## config.mk

```make
export PLATFORM = sky130hd
export DESIGN_NAME = ata_taskfile_regs
export DESIGN_NICKNAME = d
export VERILOG_FILES = /design/src/rtl/ata_tf_pkg.sv /design/src/rtl/ata_tf_decode.sv /design/src/rtl/ata_tf_shadow.sv /design/src/rtl/ata_tf_state.sv /design/src/rtl/ata_taskfile_regs.sv
export SDC_FILE = /design/constraint.sdc
export NUM_CORES = 1
export LEC_CHECK = 0
export ABC_AREA = 1
export BUFFER_PORTS_ARGS = -buffer_cell sky130_fd_sc_hd__buf_2
export CORE_MARGIN = 2
export CORE_UTILIZATION = 32
export CTS_CLUSTER_DIAMETER = 80
export DETAILED_ROUTE_END_ITERATION = 7
export GPL_TIMING_DRIVEN = 0
export HOLD_SLACK_MARGIN = 0.08
export PLACE_DENSITY = 0.5
export REMOVE_ABC_BUFFERS = 1
export SETUP_SLACK_MARGIN = 0.2
export SLEW_MARGIN = 20
export SYNTH_ARGS = -nofsm -noshare
export SYNTH_HDL_FRONTEND = slang
export SYNTH_SLANG_ARGS = --single-unit
```

## constraint.sdc

```tcl
create_clock -name clk -period 2.9 [get_ports clk]
set_clock_uncertainty 0.1 [all_clocks]
set_input_delay 0.435 -clock clk [delete_from_list [all_inputs] [get_ports clk]]
set_output_delay 0.435 -clock clk [all_outputs]
set_load 0.02 [all_outputs]
```

## src/rtl/ata_tf_pkg.sv

```systemverilog
`timescale 1ns/1ps
package ata_tf_pkg;

  localparam int unsigned REG_W   = 8;
  localparam int unsigned OFF_W   = 3;
  localparam int unsigned NBANK   = 6;   // features, count, sector, cyl lo, cyl hi, dev/head
  localparam int unsigned BIDX_W  = $clog2(NBANK);
  localparam int unsigned FLAG_W  = 6;

  // device-control bits the host relies on
  localparam int unsigned CTL_NIEN_BIT = 1;
  localparam int unsigned CTL_SRST_BIT = 2;
  // device/head bit that picks the device
  localparam int unsigned DH_DEV_BIT   = 4;

  typedef enum logic [3:0] {
    SEL_NONE    = 4'd0,
    SEL_DATA    = 4'd1,
    SEL_ERRFEAT = 4'd2,
    SEL_COUNT   = 4'd3,
    SEL_SECTOR  = 4'd4,
    SEL_CYLLO   = 4'd5,
    SEL_CYLHI   = 4'd6,
    SEL_DEVHEAD = 4'd7,
    SEL_STATCMD = 4'd8,
    SEL_ALTCTL  = 4'd9
  } tf_sel_e;

  typedef struct packed {
    logic icrc;
    logic unc;
    logic idnf;
    logic abrt;
    logic tk0nf;
    logic amnf;
  } err_flags_t;

  // Status byte: busy masks the data request bit.
  function automatic logic [REG_W-1:0] pack_status(input logic bsy, input logic drdy,
                                                   input logic df, input logic dsc,
                                                   input logic drq, input logic err);
    return {bsy, drdy, df, dsc, drq & ~bsy, 2'b00, err};
  endfunction

  // Error byte: bits 5 and 3 unused.
  function automatic logic [REG_W-1:0] pack_error(input err_flags_t f);
    return {f.icrc, f.unc, 1'b0, f.idnf, 1'b0, f.abrt, f.tk0nf, f.amnf};
  endfunction

  // Map chip selects and offset to a register slot.
  function automatic tf_sel_e decode_sel(input logic cmd_cs, input logic ctl_cs,
                                         input logic [OFF_W-1:0] off);
    tf_sel_e s;
    s = SEL_NONE;
    if (cmd_cs && !ctl_cs) begin
      case (off)
        3'd0:    s = SEL_DATA;
        3'd1:    s = SEL_ERRFEAT;
        3'd2:    s = SEL_COUNT;
        3'd3:    s = SEL_SECTOR;
        3'd4:    s = SEL_CYLLO;
        3'd5:    s = SEL_CYLHI;
        3'd6:    s = SEL_DEVHEAD;
        default: s = SEL_STATCMD;
      endcase
    end else if (ctl_cs && !cmd_cs && off == 3'd6) begin
      s = SEL_ALTCTL;
    end
    return s;
  endfunction

endpackage

```

## src/rtl/ata_tf_decode.sv

```systemverilog
`timescale 1ns/1ps
module ata_tf_decode
  import ata_tf_pkg::*;
(
  input  logic              cs_cmd_n,
  input  logic              cs_ctl_n,
  input  logic [OFF_W-1:0]  addr_i,
  output tf_sel_e           sel_o,
  output logic              bank_hit_o,
  output logic [BIDX_W-1:0] bank_idx_o
);

  logic [3:0] sel_num;

  always_comb begin
    sel_o   = decode_sel(!cs_cmd_n, !cs_ctl_n, addr_i);
    sel_num = sel_o;
    bank_hit_o = (sel_num >= 4'(SEL_ERRFEAT)) && (sel_num <= 4'(SEL_DEVHEAD));
    bank_idx_o = bank_hit_o ? BIDX_W'(sel_num - 4'(SEL_ERRFEAT)) : '0;
  end

  // both selects asserted together never reaches a register
  always_comb begin
    if (!cs_cmd_n && !cs_ctl_n)
      p_dual_cs_none_r1: assert (sel_o == SEL_NONE);
  end

endmodule

```

## src/rtl/ata_tf_shadow.sv

```systemverilog
`timescale 1ns/1ps
module ata_tf_shadow
  import ata_tf_pkg::*;
#(
  parameter int unsigned DATA_W = 16
) (
  input  logic                         clk,
  input  logic                         rst_n,
  input  logic                         clr_blk_i,
  input  logic                         clr_ctl_i,
  input  logic                         data_wr_i,
  input  logic                         bank_wr_i,
  input  logic [BIDX_W-1:0]            bank_idx_i,
  input  logic                         ctl_wr_i,
  input  logic [DATA_W-1:0]            wdata_i,
  output logic [DATA_W-1:0]            data_o,
  output logic [NBANK-1:0][REG_W-1:0]  bank_o,
  output logic [REG_W-1:0]             devctl_o
);

  logic [DATA_W-1:0] data_q;
  logic [REG_W-1:0]  devctl_q;
  logic [REG_W-1:0]  bank_q [NBANK];

  always_ff @(posedge clk or negedge rst_n) begin
    if (!rst_n)         data_q <= '0;
    else if (clr_blk_i) data_q <= '0;
    else if (data_wr_i) data_q <= wdata_i;
  end

  always_ff @(posedge clk or negedge rst_n) begin
    if (!rst_n)         devctl_q <= '0;
    else if (clr_ctl_i) devctl_q <= '0;
    else if (ctl_wr_i)  devctl_q <= wdata_i[REG_W-1:0];
  end

  for (genvar gi = 0; gi < NBANK; gi++) begin : g_bank
    always_ff @(posedge clk or negedge rst_n) begin
      if (!rst_n)
        bank_q[gi] <= '0;
      else if (clr_blk_i)
        bank_q[gi] <= '0;
      else if (bank_wr_i && bank_idx_i == BIDX_W'(gi))
        bank_q[gi] <= wdata_i[REG_W-1:0];
    end
    assign bank_o[gi] = bank_q[gi];
  end

  assign data_o   = data_q;
  assign devctl_o = devctl_q;

endmodule

```

## src/rtl/ata_tf_state.sv

```systemverilog
`timescale 1ns/1ps
module ata_tf_state
  import ata_tf_pkg::*;
(
  input  logic              clk,
  input  logic              rst_n,
  input  logic              host_rst_i,
  input  logic              srst_set_i,
  input  logic              srst_level_i,
  input  logic              cmd_accept_i,
  input  logic              done_i,
  input  logic              done_err_i,
  input  logic [FLAG_W-1:0] err_flags_i,
  input  logic              wfault_i,
  input  logic              reset_done_i,
  input  logic              status_ack_i,
  output logic              bsy_o,
  output logic              df_o,
  output logic              err_o,
  output logic [REG_W-1:0]  err_reg_o,
  output logic              irq_pend_o,
  output logic              rst_pend_o
);

  logic             bsy_q, df_q, err_q, irq_q, rst_pend_q;
  logic [REG_W-1:0] err_reg_q;
  logic             rst_evt_w;
  logic             done_fire_w;
  logic             rst_release_w;

  assign rst_evt_w     = host_rst_i | srst_set_i;
  assign done_fire_w   = done_i & bsy_q & ~rst_pend_q;
  assign rst_release_w = rst_pend_q & reset_done_i & ~srst_level_i;

  always_ff @(posedge clk or negedge rst_n) begin
    if (!rst_n) begin
      bsy_q      <= 1'b0;
      df_q       <= 1'b0;
      err_q      <= 1'b0;
      irq_q      <= 1'b0;
      rst_pend_q <= 1'b0;
      err_reg_q  <= '0;
    end else if (rst_evt_w) begin
      bsy_q      <= 1'b1;
      df_q       <= 1'b0;
      err_q      <= 1'b0;
      irq_q      <= 1'b0;
      rst_pend_q <= 1'b1;
      err_reg_q  <= '0;
    end else if (rst_pend_q) begin
      if (rst_release_w) begin
        rst_pend_q <= 1'b0;
        bsy_q      <= 1'b0;
      end
    end else if (cmd_accept_i) begin
      bsy_q <= 1'b1;
      err_q <= 1'b0;
      irq_q <= 1'b0;
      df_q  <= wfault_i;
    end else begin
      if (done_fire_w) begin
        bsy_q     <= 1'b0;
        err_q     <= done_err_i;
        err_reg_q <= done_err_i ? pack_error(err_flags_t'(err_flags_i)) : '0;
        irq_q     <= 1'b1;
      end else if (status_ack_i) begin
        irq_q <= 1'b0;
      end
      if (wfault_i) df_q <= 1'b1;
    end
  end

  assign bsy_o      = bsy_q;
  assign df_o       = df_q;
  assign err_o      = err_q;
  assign err_reg_o  = err_reg_q;
  assign irq_pend_o = irq_q;
  assign rst_pend_o = rst_pend_q;

  // an accepted command leaves the block busy
  p_cmd_sets_busy_r5: assert property (@(posedge clk) disable iff (!rst_n)
    cmd_accept_i && !rst_evt_w |=> bsy_q);

  // completion frees the block and raises the interrupt
  p_done_frees_r7: assert property (@(posedge clk) disable iff (!rst_n)
    done_fire_w && !rst_evt_w |=> !bsy_q && irq_q);

  // completion while idle changes nothing
  p_idle_done_r7: assert property (@(posedge clk) disable iff (!rst_n)
    done_i && !bsy_q && !rst_evt_w && !cmd_accept_i |=> !bsy_q);

  // a status read drops the pending interrupt
  p_ack_clears_r8: assert property (@(posedge clk) disable iff (!rst_n)
    status_ack_i && !done_fire_w && !rst_evt_w |=> !irq_q);

  // a latched fault persists until a command or reset
  p_df_sticky_r10: assert property (@(posedge clk) disable iff (!rst_n)
    df_q && !cmd_accept_i && !rst_evt_w |=> df_q);

  // a pending reset always reads busy
  p_reset_busy_r11: assert property (@(posedge clk) disable iff (!rst_n)
    rst_pend_q |-> bsy_q);

endmodule

```

## src/rtl/ata_taskfile_regs.sv

```systemverilog
`timescale 1ns/1ps
module ata_taskfile_regs
  import ata_tf_pkg::*;
#(
  parameter int unsigned DATA_W = 16
) (
  input  logic              clk,
  input  logic              rst_n,
  input  logic              host_reset_n,
  input  logic              cs_cmd_n,
  input  logic              cs_ctl_n,
  input  logic [2:0]        addr_i,
  input  logic              rd_stb_i,
  input  logic              wr_stb_i,
  input  logic [DATA_W-1:0] wdata_i,
  output logic [DATA_W-1:0] rdata_o,
  input  logic              dev_strap_i,
  input  logic              drdy_i,
  input  logic              dsc_i,
  input  logic              drq_i,
  input  logic              wfault_i,
  output logic              cmd_valid_o,
  output logic [7:0]        cmd_code_o,
  input  logic              done_i,
  input  logic              done_err_i,
  input  logic [5:0]        err_flags_i,
  input  logic              reset_done_i,
  output logic              intrq_o
);

  localparam int unsigned PAD_W     = DATA_W - REG_W;
  localparam int unsigned COUNT_IDX = 32'(SEL_COUNT) - 32'(SEL_ERRFEAT);

  // decode
  tf_sel_e             sel_w;
  logic                bank_hit_w;
  logic [BIDX_W-1:0]   bank_idx_w;

  // shadow contents
  logic [DATA_W-1:0]           data_w;
  logic [NBANK-1:0][REG_W-1:0] bank_w;
  logic [REG_W-1:0]            devctl_w;

  // state flags
  logic             bsy_w, df_w, err_w, irq_pend_w, rst_pend_w;
  logic [REG_W-1:0] err_reg_w;

  // named events
  logic             dev_match_w;
  logic             wr_go_w;
  logic             cmd_accept_w;
  logic             data_wr_w;
  logic             bank_wr_w;
  logic             ctl_wr_w;
  logic             srst_set_w;
  logic             host_rst_w;
  logic             clr_blk_w;
  logic             status_ack_w;
  logic [REG_W-1:0] status_w;
  logic [DATA_W-1:0] rd_val_w;

  logic [DATA_W-1:0] rdata_q;
  logic              cmd_valid_q;
  logic [7:0]        cmd_code_q;

  ata_tf_decode u_decode (
    .cs_cmd_n   (cs_cmd_n),
    .cs_ctl_n   (cs_ctl_n),
    .addr_i     (addr_i),
    .sel_o      (sel_w),
    .bank_hit_o (bank_hit_w),
    .bank_idx_o (bank_idx_w)
  );

  assign dev_match_w  = (bank_w[NBANK-1][DH_DEV_BIT] == dev_strap_i);
  assign host_rst_w   = ~host_reset_n;
  assign wr_go_w      = wr_stb_i && (sel_w != SEL_NONE) && (sel_w == SEL_ALTCTL || !bsy_w);
  assign cmd_accept_w = wr_go_w && (sel_w == SEL_STATCMD) && dev_match_w;
  assign data_wr_w    = wr_go_w && (sel_w == SEL_DATA) && dev_match_w;
  assign bank_wr_w    = wr_go_w && bank_hit_w;
  assign ctl_wr_w     = wr_go_w && (sel_w == SEL_ALTCTL);
  assign srst_set_w   = ctl_wr_w && wdata_i[CTL_SRST_BIT];
  assign clr_blk_w    = host_rst_w | srst_set_w;
  assign status_ack_w = rd_stb_i && (sel_w == SEL_STATCMD) && dev_match_w;

  ata_tf_shadow #(.DATA_W(DATA_W)) u_shadow (
    .clk        (clk),
    .rst_n      (rst_n),
    .clr_blk_i  (clr_blk_w),
    .clr_ctl_i  (host_rst_w),
    .data_wr_i  (data_wr_w),
    .bank_wr_i  (bank_wr_w),
    .bank_idx_i (bank_idx_w),
    .ctl_wr_i   (ctl_wr_w),
    .wdata_i    (wdata_i),
    .data_o     (data_w),
    .bank_o     (bank_w),
    .devctl_o   (devctl_w)
  );

  ata_tf_state u_state (
    .clk          (clk),
    .rst_n        (rst_n),
    .host_rst_i   (host_rst_w),
    .srst_set_i   (srst_set_w),
    .srst_level_i (devctl_w[CTL_SRST_BIT]),
    .cmd_accept_i (cmd_accept_w),
    .done_i       (done_i),
    .done_err_i   (done_err_i),
    .err_flags_i  (err_flags_i),
    .wfault_i     (wfault_i),
    .reset_done_i (reset_done_i),
    .status_ack_i (status_ack_w),
    .bsy_o        (bsy_w),
    .df_o         (df_w),
    .err_o        (err_w),
    .err_reg_o    (err_reg_w),
    .irq_pend_o   (irq_pend_w),
    .rst_pend_o   (rst_pend_w)
  );

  assign status_w = pack_status(bsy_w, drdy_i, df_w, dsc_i, drq_i, err_w);

  // read mux: deselect and invalid first, then busy override
  always_comb begin
    rd_val_w = '0;
    if (sel_w == SEL_NONE || !dev_match_w) begin
      rd_val_w = '0;
    end else if (sel_w == SEL_ALTCTL || bsy_w) begin
      rd_val_w = {{PAD_W{1'b0}}, status_w};
    end else begin
      case (sel_w)
        SEL_DATA:    rd_val_w = data_w;
        SEL_ERRFEAT: rd_val_w = {{PAD_W{1'b0}}, err_reg_w};
        SEL_STATCMD: rd_val_w = {{PAD_W{1'b0}}, status_w};
        default:     rd_val_w = {{PAD_W{1'b0}}, bank_w[bank_idx_w]};
      endcase
    end
  end

  always_ff @(posedge clk or negedge rst_n) begin
    if (!rst_n) begin
      rdata_q     <= '0;
      cmd_valid_q <= 1'b0;
      cmd_code_q  <= '0;
    end else begin
      if (rd_stb_i) rdata_q <= rd_val_w;
      cmd_valid_q <= cmd_accept_w;
      if (cmd_accept_w) cmd_code_q <= wdata_i[7:0];
    end
  end

  assign rdata_o     = rdata_q;
  assign cmd_valid_o = cmd_valid_q;
  assign cmd_code_o  = cmd_code_q;
  assign intrq_o     = irq_pend_w & ~devctl_w[CTL_NIEN_BIT] & dev_match_w;

  // the command pulse lasts one cycle
  p_cmd_pulse_r5: assert property (@(posedge clk) disable iff (!rst_n)
    cmd_valid_o |=> !cmd_valid_o);

  // a busy read returns status, so bit 7 reads set
  p_busy_read_status_r6: assert property (@(posedge clk) disable iff (!rst_n)
    rd_stb_i && bsy_w && dev_match_w && sel_w != SEL_NONE |=> rdata_o[REG_W-1]);

  // writes into the count register are dropped while busy
  p_busy_blocks_write_r6: assert property (@(posedge clk) disable iff (!rst_n)
    wr_stb_i && bsy_w && sel_w == SEL_COUNT && host_reset_n |=> $stable(bank_w[COUNT_IDX]));

  // no accepted command while a reset is outstanding
  p_no_cmd_in_reset_r11: assert property (@(posedge clk) disable iff (!rst_n)
    rst_pend_w |=> !cmd_valid_o);

  // the unselected device answers reads with zero
  p_desel_read_zero_r12: assert property (@(posedge clk) disable iff (!rst_n)
    rd_stb_i && !dev_match_w |=> rdata_o == '0);

endmodule

```

==> flow_metrics.env, run 1 <==
export IMPL_synth_area_leaders="dfrtp_1 (51%), nand2_1 (13%), o21ai_1 (5.3%)"
export IMPL_vias=4031
export IMPL_regArea_sq_um=2550
export IMPL_finalHoldViolCount=0
export IMPL_fmax_mhz=456
export IMPL_whs_ns=0.216
export IMPL_yosys_warnings=0
export IMPL_clock_latency_ns=0.35
export IMPL_min_period_ns=2.19
export IMPL_worst_pin_slew_ns=0.667
export IMPL_chipWidth_um=130
export IMPL_drv_cap=0
export IMPL_powerDensity_nw_per_um2=560
export IMPL_netlist_area_leader_share_pct=50.6
export IMPL_p_leak_uw=0.00289
export IMPL_synth_edf_count=0
export IMPL_area_growth_pct=15.8
export IMPL_dp_hpwl_mm=9.08
export IMPL_cp_arrival_ns=2.32
export IMPL_drt_iter0_markers=336
export IMPL_fin_setup_tns_ns=0
export IMPL_regToRegSetupSlack_ns=0.91
export IMPL_synth_largest_area_cell="dfrtp_1"
export IMPL_antenna_found_initial=0
export IMPL_clk_path_buf_depth=2
export IMPL_endpoint="u_state.err_reg_o[2]"
export IMPL_setup_violations=0
export IMPL_multiInputGateArea_sq_um=2080
export IMPL_core_area_sq_um=15300
export IMPL_clock_sinks=102
export IMPL_status="finished clean"
export IMPL_drive_gt1_share_pct=22.5
export IMPL_cts_setup_buffers=0
export IMPL_rows=45
export IMPL_wl_per_cell_um=14.7
export IMPL_vdd_drop_max_uv=276
export IMPL_die_area_sq_um=16800
export IMPL_mostFrequentLayoutCell="nand2_1"
export IMPL_cts_resized_gates=0
export IMPL_dr_pass1_iters=5
export IMPL_r2r_start="u_shadow.bank_o[44]"
export IMPL_dieHeight_um=130
export IMPL_synth_seq_cells=102
export IMPL_cts_tree="built"
export IMPL_avgSynthCellArea_sq_um=8.59
export IMPL_antenna_cells=0
export IMPL_grt_max_degree=73
export IMPL_overflow=0
export IMPL_cp_max_fo=19
export IMPL_start_kind="input port"
export IMPL_grt_pass1_vias=3961
export IMPL_initial_utilization_pct=32.9
export IMPL_nNetsFinal=689
export IMPL_place_gp_congestion=0.786
export IMPL_portBuffers=65
export IMPL_place_ws_ns=0.328
export IMPL_end_kind="flop"
export IMPL_grt_pass1_wl_mm=21.0
export IMPL_syn_instance_count=587
export IMPL_final_cells=865
export IMPL_cp_required_ns=3.03
export IMPL_synthFlopType="dfrtp_1"
export IMPL_rsz0062_at_grt="false"
export IMPL_drc=0
export IMPL_post_dp_cell_area_sq_um=5530
export IMPL_r2r_end="u_state.err_reg_o[2]"
export IMPL_final_cell_mix="nand2_1 (175), dfrtp_1 (102), buf_2 (64)"
export IMPL_synth_cell_type_count=37
export IMPL_place_inst=848
export IMPL_async_reset_ff_share_pct=100
export IMPL_fillerInstances=1641
export IMPL_layout_setup_ws_ns=0.707
export IMPL_reg2reg_depth=6
export IMPL_drt_vias_per_instance=4.66
export IMPL_io_pins=66
export IMPL_yosysSeqAreaShare_pct=50.6
export IMPL_path_class="input port to flop"
export IMPL_grtUsageTotal_pct=16.3
export IMPL_finalWirelength_mm=12.7
export IMPL_final_period_utilization_pct=75.6
export IMPL_crit_start="addr_i[0]"
export IMPL_clk_pin_slew_ns=0.07
export IMPL_max_slew_margin_pct=55.5
export IMPL_clockRootBuffer="clkbuf_16"
export IMPL_htree_levels=3
export IMPL_cts_buffers=9
export IMPL_synth_area_sq_um=5040
export IMPL_final_max_slew_violation_count=0
export IMPL_hold_class="input port to flop"
export IMPL_detail_route_antenna_nets=0
export IMPL_finalInstanceArea_sq_um=5840
[repair_timing]
item | 4_1_cts | 5_1_grt
endpoints found under the hold margin | 30 | 0
setup endpoints to repair | 0 | 0
hold buffers | 1 | 0
[flip-flops by register name (all words and copies together), names as in the netlist]
register and count:
u_state.df_o 1, u_state.err_reg_o 6, u_state.bsy_o 1, cmd_valid_o 1, u_state.irq_pend_o 1, rdata_o 16
u_state.rst_pend_o 1, u_state.err_o 1, u_shadow.devctl_o 2, u_shadow.bank_o 48, u_shadow.data_o 16, cmd_code_o 8
[through the flow]
step / power (uW) / utilization [%]
after floorplan: 1870 / -
after global placement: 2040 / 35.9
after detailed placement: 2060 / 36.1
after CTS: 3320 / 38.2
after global routing: 3440 / 38.2
final: 3270 / 38.2
[cell type report]
class	count	share of cell area, %
clock buffers	9	3.85
inverters	69	4.60
multi-input cells	400	35.6
clock inverters	7	1.39
well taps	211	4.52
repair buffers	67	6.32
flip-flops and latches	102	43.7
[how the worst min path moves through the flow]
stage                              from                   to  slack [ns]  depth (start not counted)
detailed placement                rst_n          cmd_valid_o        0.24                          1
finish                      wdata_i[12]  u_shadow.data_o[12]        0.22                          3
floorplan                         rst_n        cmd_code_o[0]        0.04                          0
global route                wdata_i[12]  u_shadow.data_o[12]        0.23                          3
CTS                         wdata_i[12]  u_shadow.data_o[12]        0.20                          3
global placement    u_shadow.bank_o[11]  u_shadow.bank_o[11]        0.36                          2
[where the power goes]
part / internal (uW) / total [uW] / switching (uW)
clock network: 681 / 1240 / 563
registers: 1520 / 1570 / 52.9
logic: 146 / 456 / 310
[metal layers]
layer	GRT usage [%]	routed length [um]	up-vias
li1	-	-	2030
met1	22.9	6020	1905
met2	25.0	5790	80
met4	5.38	258	0
met5	0	0	-
met3	3.72	629	16
[kinds of logic (layout without fill, tap and decap cells)]
kind of cell	count (synthesis)	in the layout	synth area share, %
AND/OR/NAND/NOR	270	270	23.9
flip-flops	102	102	50.6
buffers and inverters	85	152	8.13
AO/OA/AOI/OAI	129	129	17.2
XOR/XNOR	1	1	0.174
[worst max-delay path: stages]
cell and delay [ns]:
buf_2 0.16, inv_4 0.09, nand3_2 0.08, nor2_4 0.21, inv_4 0.12, o21ai_4 0.10, nor2_2 0.11, nor2_4 0.13
nand3_2 0.37, nand4_1 0.38, o21ai_0 0.13
[cell usage after synthesis, types with 7 or more instances]
library cell / number
a21oi_1: 9
buf_6: 10
dfrtp_1: 102
inv_1: 55
inv_2: 9
nand2_1: 175
nand3_1: 28
nor2_1: 37
o211ai_1: 7
o21ai_0: 24
o21ai_1: 53
o21ai_2: 21
(Power assumes the default switching activity.)
==> run 2: changes to the inputs <==
==> constraint.sdc (replaced) <==
create_clock -name clk -period 2.3 [get_ports clk]
set_clock_uncertainty 0.1 [all_clocks]
set_input_delay 0.345 -clock clk [delete_from_list [all_inputs] [get_ports clk]]
set_output_delay 0.345 -clock clk [all_outputs]
set_load 0.02 [all_outputs]
==> run 2 against run 1 <==
Compared with the run above: via count increased by 0.65%; register-to-register slack got worse by 0.41 ns; sequential share of layout area decreased by 0.19 points; final area increased by 0.43%; first-iteration DRC count decreased by 17%; core utilization increased by 0.16 points; die area unchanged; critical path depth decreased by 3; combinational power increased by 27%; critical path type unchanged; largest cell class unchanged; largest power group unchanged; highest routed layer unchanged.
==> flow_metrics.env, run 2 (same netlist as run 1, synthesis figures left out) <==
export IMPL_place_gp_congestion=0.786
export IMPL_clockPowerShare_pct=38.0
export IMPL_drt_vias_per_instance=4.68
export IMPL_dieHeight_um=130
export IMPL_drv_cap=0
export IMPL_final_period_utilization_pct=85.6
export IMPL_initial_utilization_pct=32.9
export IMPL_dr_pass1_iters=5
export IMPL_die_area_sq_um=16800
export IMPL_min_period_ns=1.97
export IMPL_setup_violations=0
export IMPL_r2r_start="u_state.bsy_o"
export IMPL_clk_pin_slew_ns=0.07
export IMPL_drc=0
export IMPL_antenna_found_initial=0
export IMPL_worst_pin_slew_ns=0.574
export IMPL_grt_pass1_wl_mm=21.0
export IMPL_regArea_sq_um=2550
export IMPL_seqPwrFrac_pct=48.0
export IMPL_cp_required_ns=2.43
export IMPL_area_growth_pct=16.3
export IMPL_finalHoldViolCount=0
export IMPL_use_met1_pct=22.9
export IMPL_final_cell_mix="nand2_1 (175), dfrtp_1 (102), buf_2 (64)"
export IMPL_htree_levels=3
export IMPL_vias=4057
export IMPL_p_leak_uw=0.00290
export IMPL_crit_start="cs_ctl_n"
export IMPL_layout_setup_ws_ns=0.331
export IMPL_drt_iter0_markers=279
export IMPL_fillerInstances=1639
export IMPL_p_int_uw=2960
export IMPL_cp_arrival_ns=2.10
export IMPL_place_ws_ns=-0.182
export IMPL_overflow=0
export IMPL_status="finished clean"
export IMPL_final_max_slew_violation_count=0
export IMPL_multiInputGateArea_sq_um=2090
export IMPL_rows=45
export IMPL_slowest_stage="nand4_2"
export IMPL_final_cells=866
export IMPL_critPathMaxStageDelay_ns=0.48
export IMPL_dp_hpwl_mm=9.08
export IMPL_powerDensity_nw_per_um2=703
export IMPL_busiest_layer="met2"
export IMPL_end_kind="flop"
export IMPL_cp_max_fo=16
export IMPL_grt_use_met3_pct=3.72
export IMPL_clock_sinks=102
export IMPL_mostFrequentLayoutCell="nand2_1"
export IMPL_grtUsageTotal_pct=16.3
export IMPL_power_frac_comb_pct=14.1
export IMPL_antenna_cells=0
export IMPL_finalWirelength_mm=12.7
export IMPL_clk_path_buf_depth=2
export IMPL_wl_per_cell_um=14.7
export IMPL_fmax_mhz=508
export IMPL_cts_buffers=9
export IMPL_cp_cell_sequence="buf_2 > inv_1 > nor2_4 > nand4_2 > inv_1 > a31oi_4 > nand2_1 > o21ai_2"
export IMPL_max_slew_margin_pct=61.7
export IMPL_path_class="input port to flop"
export IMPL_cts_tree="built"
export IMPL_rsz0062_at_grt="true"
export IMPL_clockRootBuffer="clkbuf_16"
export IMPL_drive_gt1_share_pct=22.6
export IMPL_grt_max_degree=73
export IMPL_hold_class="input port to flop"
export IMPL_place_inst=848
export IMPL_start_kind="input port"
export IMPL_vdd_drop_max_uv=343
export IMPL_detail_route_antenna_nets=0
export IMPL_hold_start="wdata_i[12]"
export IMPL_p_sw_share_pct=28.4
export IMPL_nNetsFinal=690
export IMPL_largest_reg_flops=48
export IMPL_regToRegSetupSlack_ns=0.50
export IMPL_grt_pass1_vias=3966
export IMPL_grtUsageMet2_pct=25.0
export IMPL_chipWidth_um=130
export IMPL_crit_top_cell="inv_1"
export IMPL_p_sw_uw=1170
export IMPL_io_pins=66
export IMPL_portBuffers=65
export IMPL_clock_latency_ns=0.35
export IMPL_core_area_sq_um=15300
-- run 2: final timing paths --
path,endpoint,cells after the start
worst max-delay path,u_shadow.bank_o[43],8
worst min-delay path,u_shadow.data_o[12],3
worst max register to register,rdata_o[10],5
worst min register to register,u_shadow.bank_o[11],2
max in group asynchronous,u_shadow.bank_o[26],3
min in group asynchronous,u_shadow.devctl_o[2],2
-- run 2: layout make-up --
class                      instances  area share (%)
clock buffer                       9            3.84
clock inverter                     7            1.39
inverter                          69            4.67
multi-input combinational        400            35.7
sequential                       102            43.5
tap                              211            4.50
timing repair buffer              68            6.42
-- run 2: power groups by stage --
stage	combinational (uW)	sequential [uW]	clock, uW
finish	580	1980	1570
global route	658	1990	1690
CTS	585	1980	1620
detailed placement	580	2010	0
global placement	563	2010	0
floorplan	337	2030	0
-- run 2: routing by layer --
layer	up-vias	part of all wire, %
li1	2032	-
met1	1923	49
met2	90	45
met3	12	4.9
met4	0	1.5
met5	-	0
-- run 2: per-stage QoR --
stage                     hold slack, ns  cell area, sq um  TNS, ns  utilization [%]  power (uW)
after global routing               0.137              5870        0             38.3        4340
after CTS                          0.114              5850        0             38.2        4190
after global placement             0.360              5490   -34.49             35.9        2570
after detailed placement           0.151              5530    -2.27             36.1        2590
final                              0.127              5870        0             38.3        4130
after floorplan                  -0.0506              4900        0                -        2360
-- run 2: what timing repair did --
| action | CTS | global route |
|---|---|---|
| gates resized for setup | 0 | 5 |
| setup buffers | 1 | 0 |
| pin swaps | 1 | 0 |
| endpoints found under the setup margin | 1 | 34 |
| hold buffers | 1 | 0 |
| endpoints found under the hold margin | 30 | 0 |
-- run 2: worst max-delay path, delay by kind of cell --
family	cells	cell delay [ns]
AO/OA/AOI/OAI	2	0.32
AND/OR/NAND/NOR	3	0.81
buffers and inverters	3	0.62
==> run 3: changes to the inputs <==
--- a/config.mk
+++ b/config.mk
@@ -11,7 +11,6 @@
 export CORE_UTILIZATION = 32
 export CTS_CLUSTER_DIAMETER = 80
 export DETAILED_ROUTE_END_ITERATION = 7
-export GPL_TIMING_DRIVEN = 0
 export HOLD_SLACK_MARGIN = 0.08
 export PLACE_DENSITY = 0.5
 export REMOVE_ABC_BUFFERS = 1
==> run 3 against run 2 <==
Compared with the run above: combinational power rose by 4.7%; global-route usage increased by 0.30 points; core utilization rose by 0.92 points; worst setup slack improved by 0.050 ns; wire length grew 3.1%; sequential share of layout area is 1.0 points lower; fmax up 2.6%; critical path type unchanged; non-clock buffer count is 15 higher; first-iteration DRC count is 10% lower; highest routed layer unchanged; sequential power about the same; via count rose by 2.6%.
==> flow_metrics.env, run 3 (same netlist as run 1, synthesis figures left out) <==
export IMPL_cts_setup_buffers=0
export IMPL_final_period_utilization_pct=83.4
export IMPL_place_inst=864
export IMPL_critPathTopFamily="simple AND/OR/NAND/NOR gates"
export IMPL_path_class="input port to flop"
export IMPL_largest_reg_flops=48
export IMPL_min_period_ns=1.92
export IMPL_clockRootBuffer="clkbuf_16"
export IMPL_vdd_drop_max_uv=358
export IMPL_finalHoldViolCount=0
export IMPL_vias=4162
export IMPL_p_int_uw=2990
export IMPL_chipWidth_um=130
export IMPL_place_ws_ns=-0.00663
export IMPL_clk_pin_slew_ns=0.08
export IMPL_slowest_stage="nor2_4"
export IMPL_worst_pin_slew_ns=0.563
export IMPL_final_cell_mix="nand2_1 (175), dfrtp_1 (102), buf_2 (64)"
export IMPL_p_sw_share_pct=28.9
export IMPL_layout_setup_ws_ns=0.381
export IMPL_drive_gt1_share_pct=24.3
export IMPL_area_growth_pct=19.1
export IMPL_dieHeight_um=130
export IMPL_critPathBufInv=5
export IMPL_status="finished clean"
export IMPL_grt_pass1_vias=4126
export IMPL_cts_resized_gates=0
export IMPL_setup_violations=0
export IMPL_grt_max_degree=41
export IMPL_seqPwrFrac_pct=47.1
export IMPL_wl_per_cell_um=14.9
export IMPL_start_kind="input port"
export IMPL_antenna_found_initial=0
export IMPL_drt_iter0_markers=250
export IMPL_place_gp_congestion=0.801
export IMPL_nNetsFinal=705
export IMPL_die_area_sq_um=16800
export IMPL_p_leak_uw=0.00298
export IMPL_drv_cap=0
export IMPL_detail_route_antenna_nets=0
export IMPL_overflow=0
export IMPL_ctsHoldBuffers=1
export IMPL_powerDensity_nw_per_um2=700
export IMPL_clock_latency_ns=0.35
export IMPL_rows=45
export IMPL_cp_arrival_ns=2.05
export IMPL_final_cells=881
export IMPL_cp_required_ns=2.43
export IMPL_antenna_cells=0
export IMPL_grt_pass1_wl_mm=21.4
export IMPL_dr_pass1_iters=5
export IMPL_end_kind="flop"
export IMPL_critPathMaxStageDelay_ns=0.21
export IMPL_core_area_sq_um=15300
export IMPL_finalWirelength_mm=13.1
export IMPL_io_pins=66
export IMPL_drt_vias_per_instance=4.72
export IMPL_mostFrequentLayoutCell="nand2_1"
export IMPL_drc=0
export IMPL_cts_buffers=9
export IMPL_dp_hpwl_mm=9.57
export IMPL_htree_levels=3
export IMPL_clk_path_buf_depth=2
export IMPL_cts_tree="built"
export IMPL_portBuffers=65
export IMPL_power_frac_comb_pct=14.4
export IMPL_clock_sinks=102
export IMPL_initial_utilization_pct=32.9
export IMPL_cp_max_fo=17
export IMPL_clockPowerShare_pct=38.5
export IMPL_p_sw_uw=1220
export IMPL_fillerInstances=1623
export IMPL_grtUsageTotal_pct=16.6
export IMPL_cp_cell_sequence="buf_2 > inv_1 > nand2_1 > nor2_4 > inv_4 > nor2_4 > nand2_4 > nand2_8 > inv_4 > nand2_4 > inv_2 > nand2_1 > o21ai_0"
export IMPL_fmax_mhz=521
export IMPL_hold_class="input port to flop"
export IMPL_final_max_slew_violation_count=0
export IMPL_rsz0062_at_grt="false"
export IMPL_max_slew_margin_pct=62.4
==> run 3: metrics by stage <==
| stage | cell area (sq um) | utilization, % | power [uW] | hold slack, ns | setup TNS [ns] |
|---|---|---|---|---|---|
| after floorplan | 4900 | - | 2360 | -0.0506 | 0 |
| after global placement | 5690 | 37.1 | 2620 | 0.237 | 0 |
| after detailed placement | 5690 | 37.1 | 2620 | 0.239 | -0.00663 |
| after CTS | 6010 | 39.2 | 4270 | 0.0974 | 0 |
| after global routing | 6010 | 39.2 | 4420 | 0.131 | 0 |
| final | 6010 | 39.2 | 4210 | 0.110 | 0 |
==> run 3: cell type report <==
class	instances	area, sq um	share of cell area [%]
Timing Repair Buffer	83	528	8.79
Multi-Input combinational cell	400	2080	34.6
Sequential cell	102	2550	42.5
Tap cell	211	264	4.39
Clock inverter	7	88.8	1.48
Inverter	69	269	4.48
Clock buffer	9	225	3.75
==> run 3: path summary, 6_finish.rpt <==
kind                                          start                  end  slack, ns  cells past startpoint
worst max-delay path                       cs_ctl_n   u_shadow.data_o[3]       0.38                     13
worst min-delay path                    wdata_i[12]  u_shadow.data_o[12]       0.11                      3
worst max register to register  u_shadow.bank_o[44]   u_shadow.data_o[3]       0.47                      8
worst min register to register           rdata_o[5]           rdata_o[5]       0.38                      2
max in group asynchronous                     rst_n  u_shadow.data_o[11]       0.98                      3
min in group asynchronous                     rst_n   u_state.rst_pend_o       0.38                      2
==> run 3: metal layers <==
metal	global-route usage [%]	up-vias	part of all wire (%)
met5	0	-	0
met4	6.26	0	2.1
met3	4.00	16	5.6
met2	26.5	112	45
met1	22.0	1957	48
li1	-	2077	-
==> run 3: power groups by stage <==
stage / logic (uW) / clock network, uW / registers [uW]
3_5_place_dp: 611 / 0 / 2010
5_1_grt: 681 / 1740 / 2000
4_1_cts: 615 / 1680 / 1980
6_report: 607 / 1620 / 1980
2_1_floorplan: 337 / 0 / 2030
3_3_place_gp: 604 / 0 / 2010
==> run 3: tightest hold or removal path, stage by stage <==
cell     delay [ns]
buf_2          0.08
nand3_1        0.06
o21ai_0        0.06
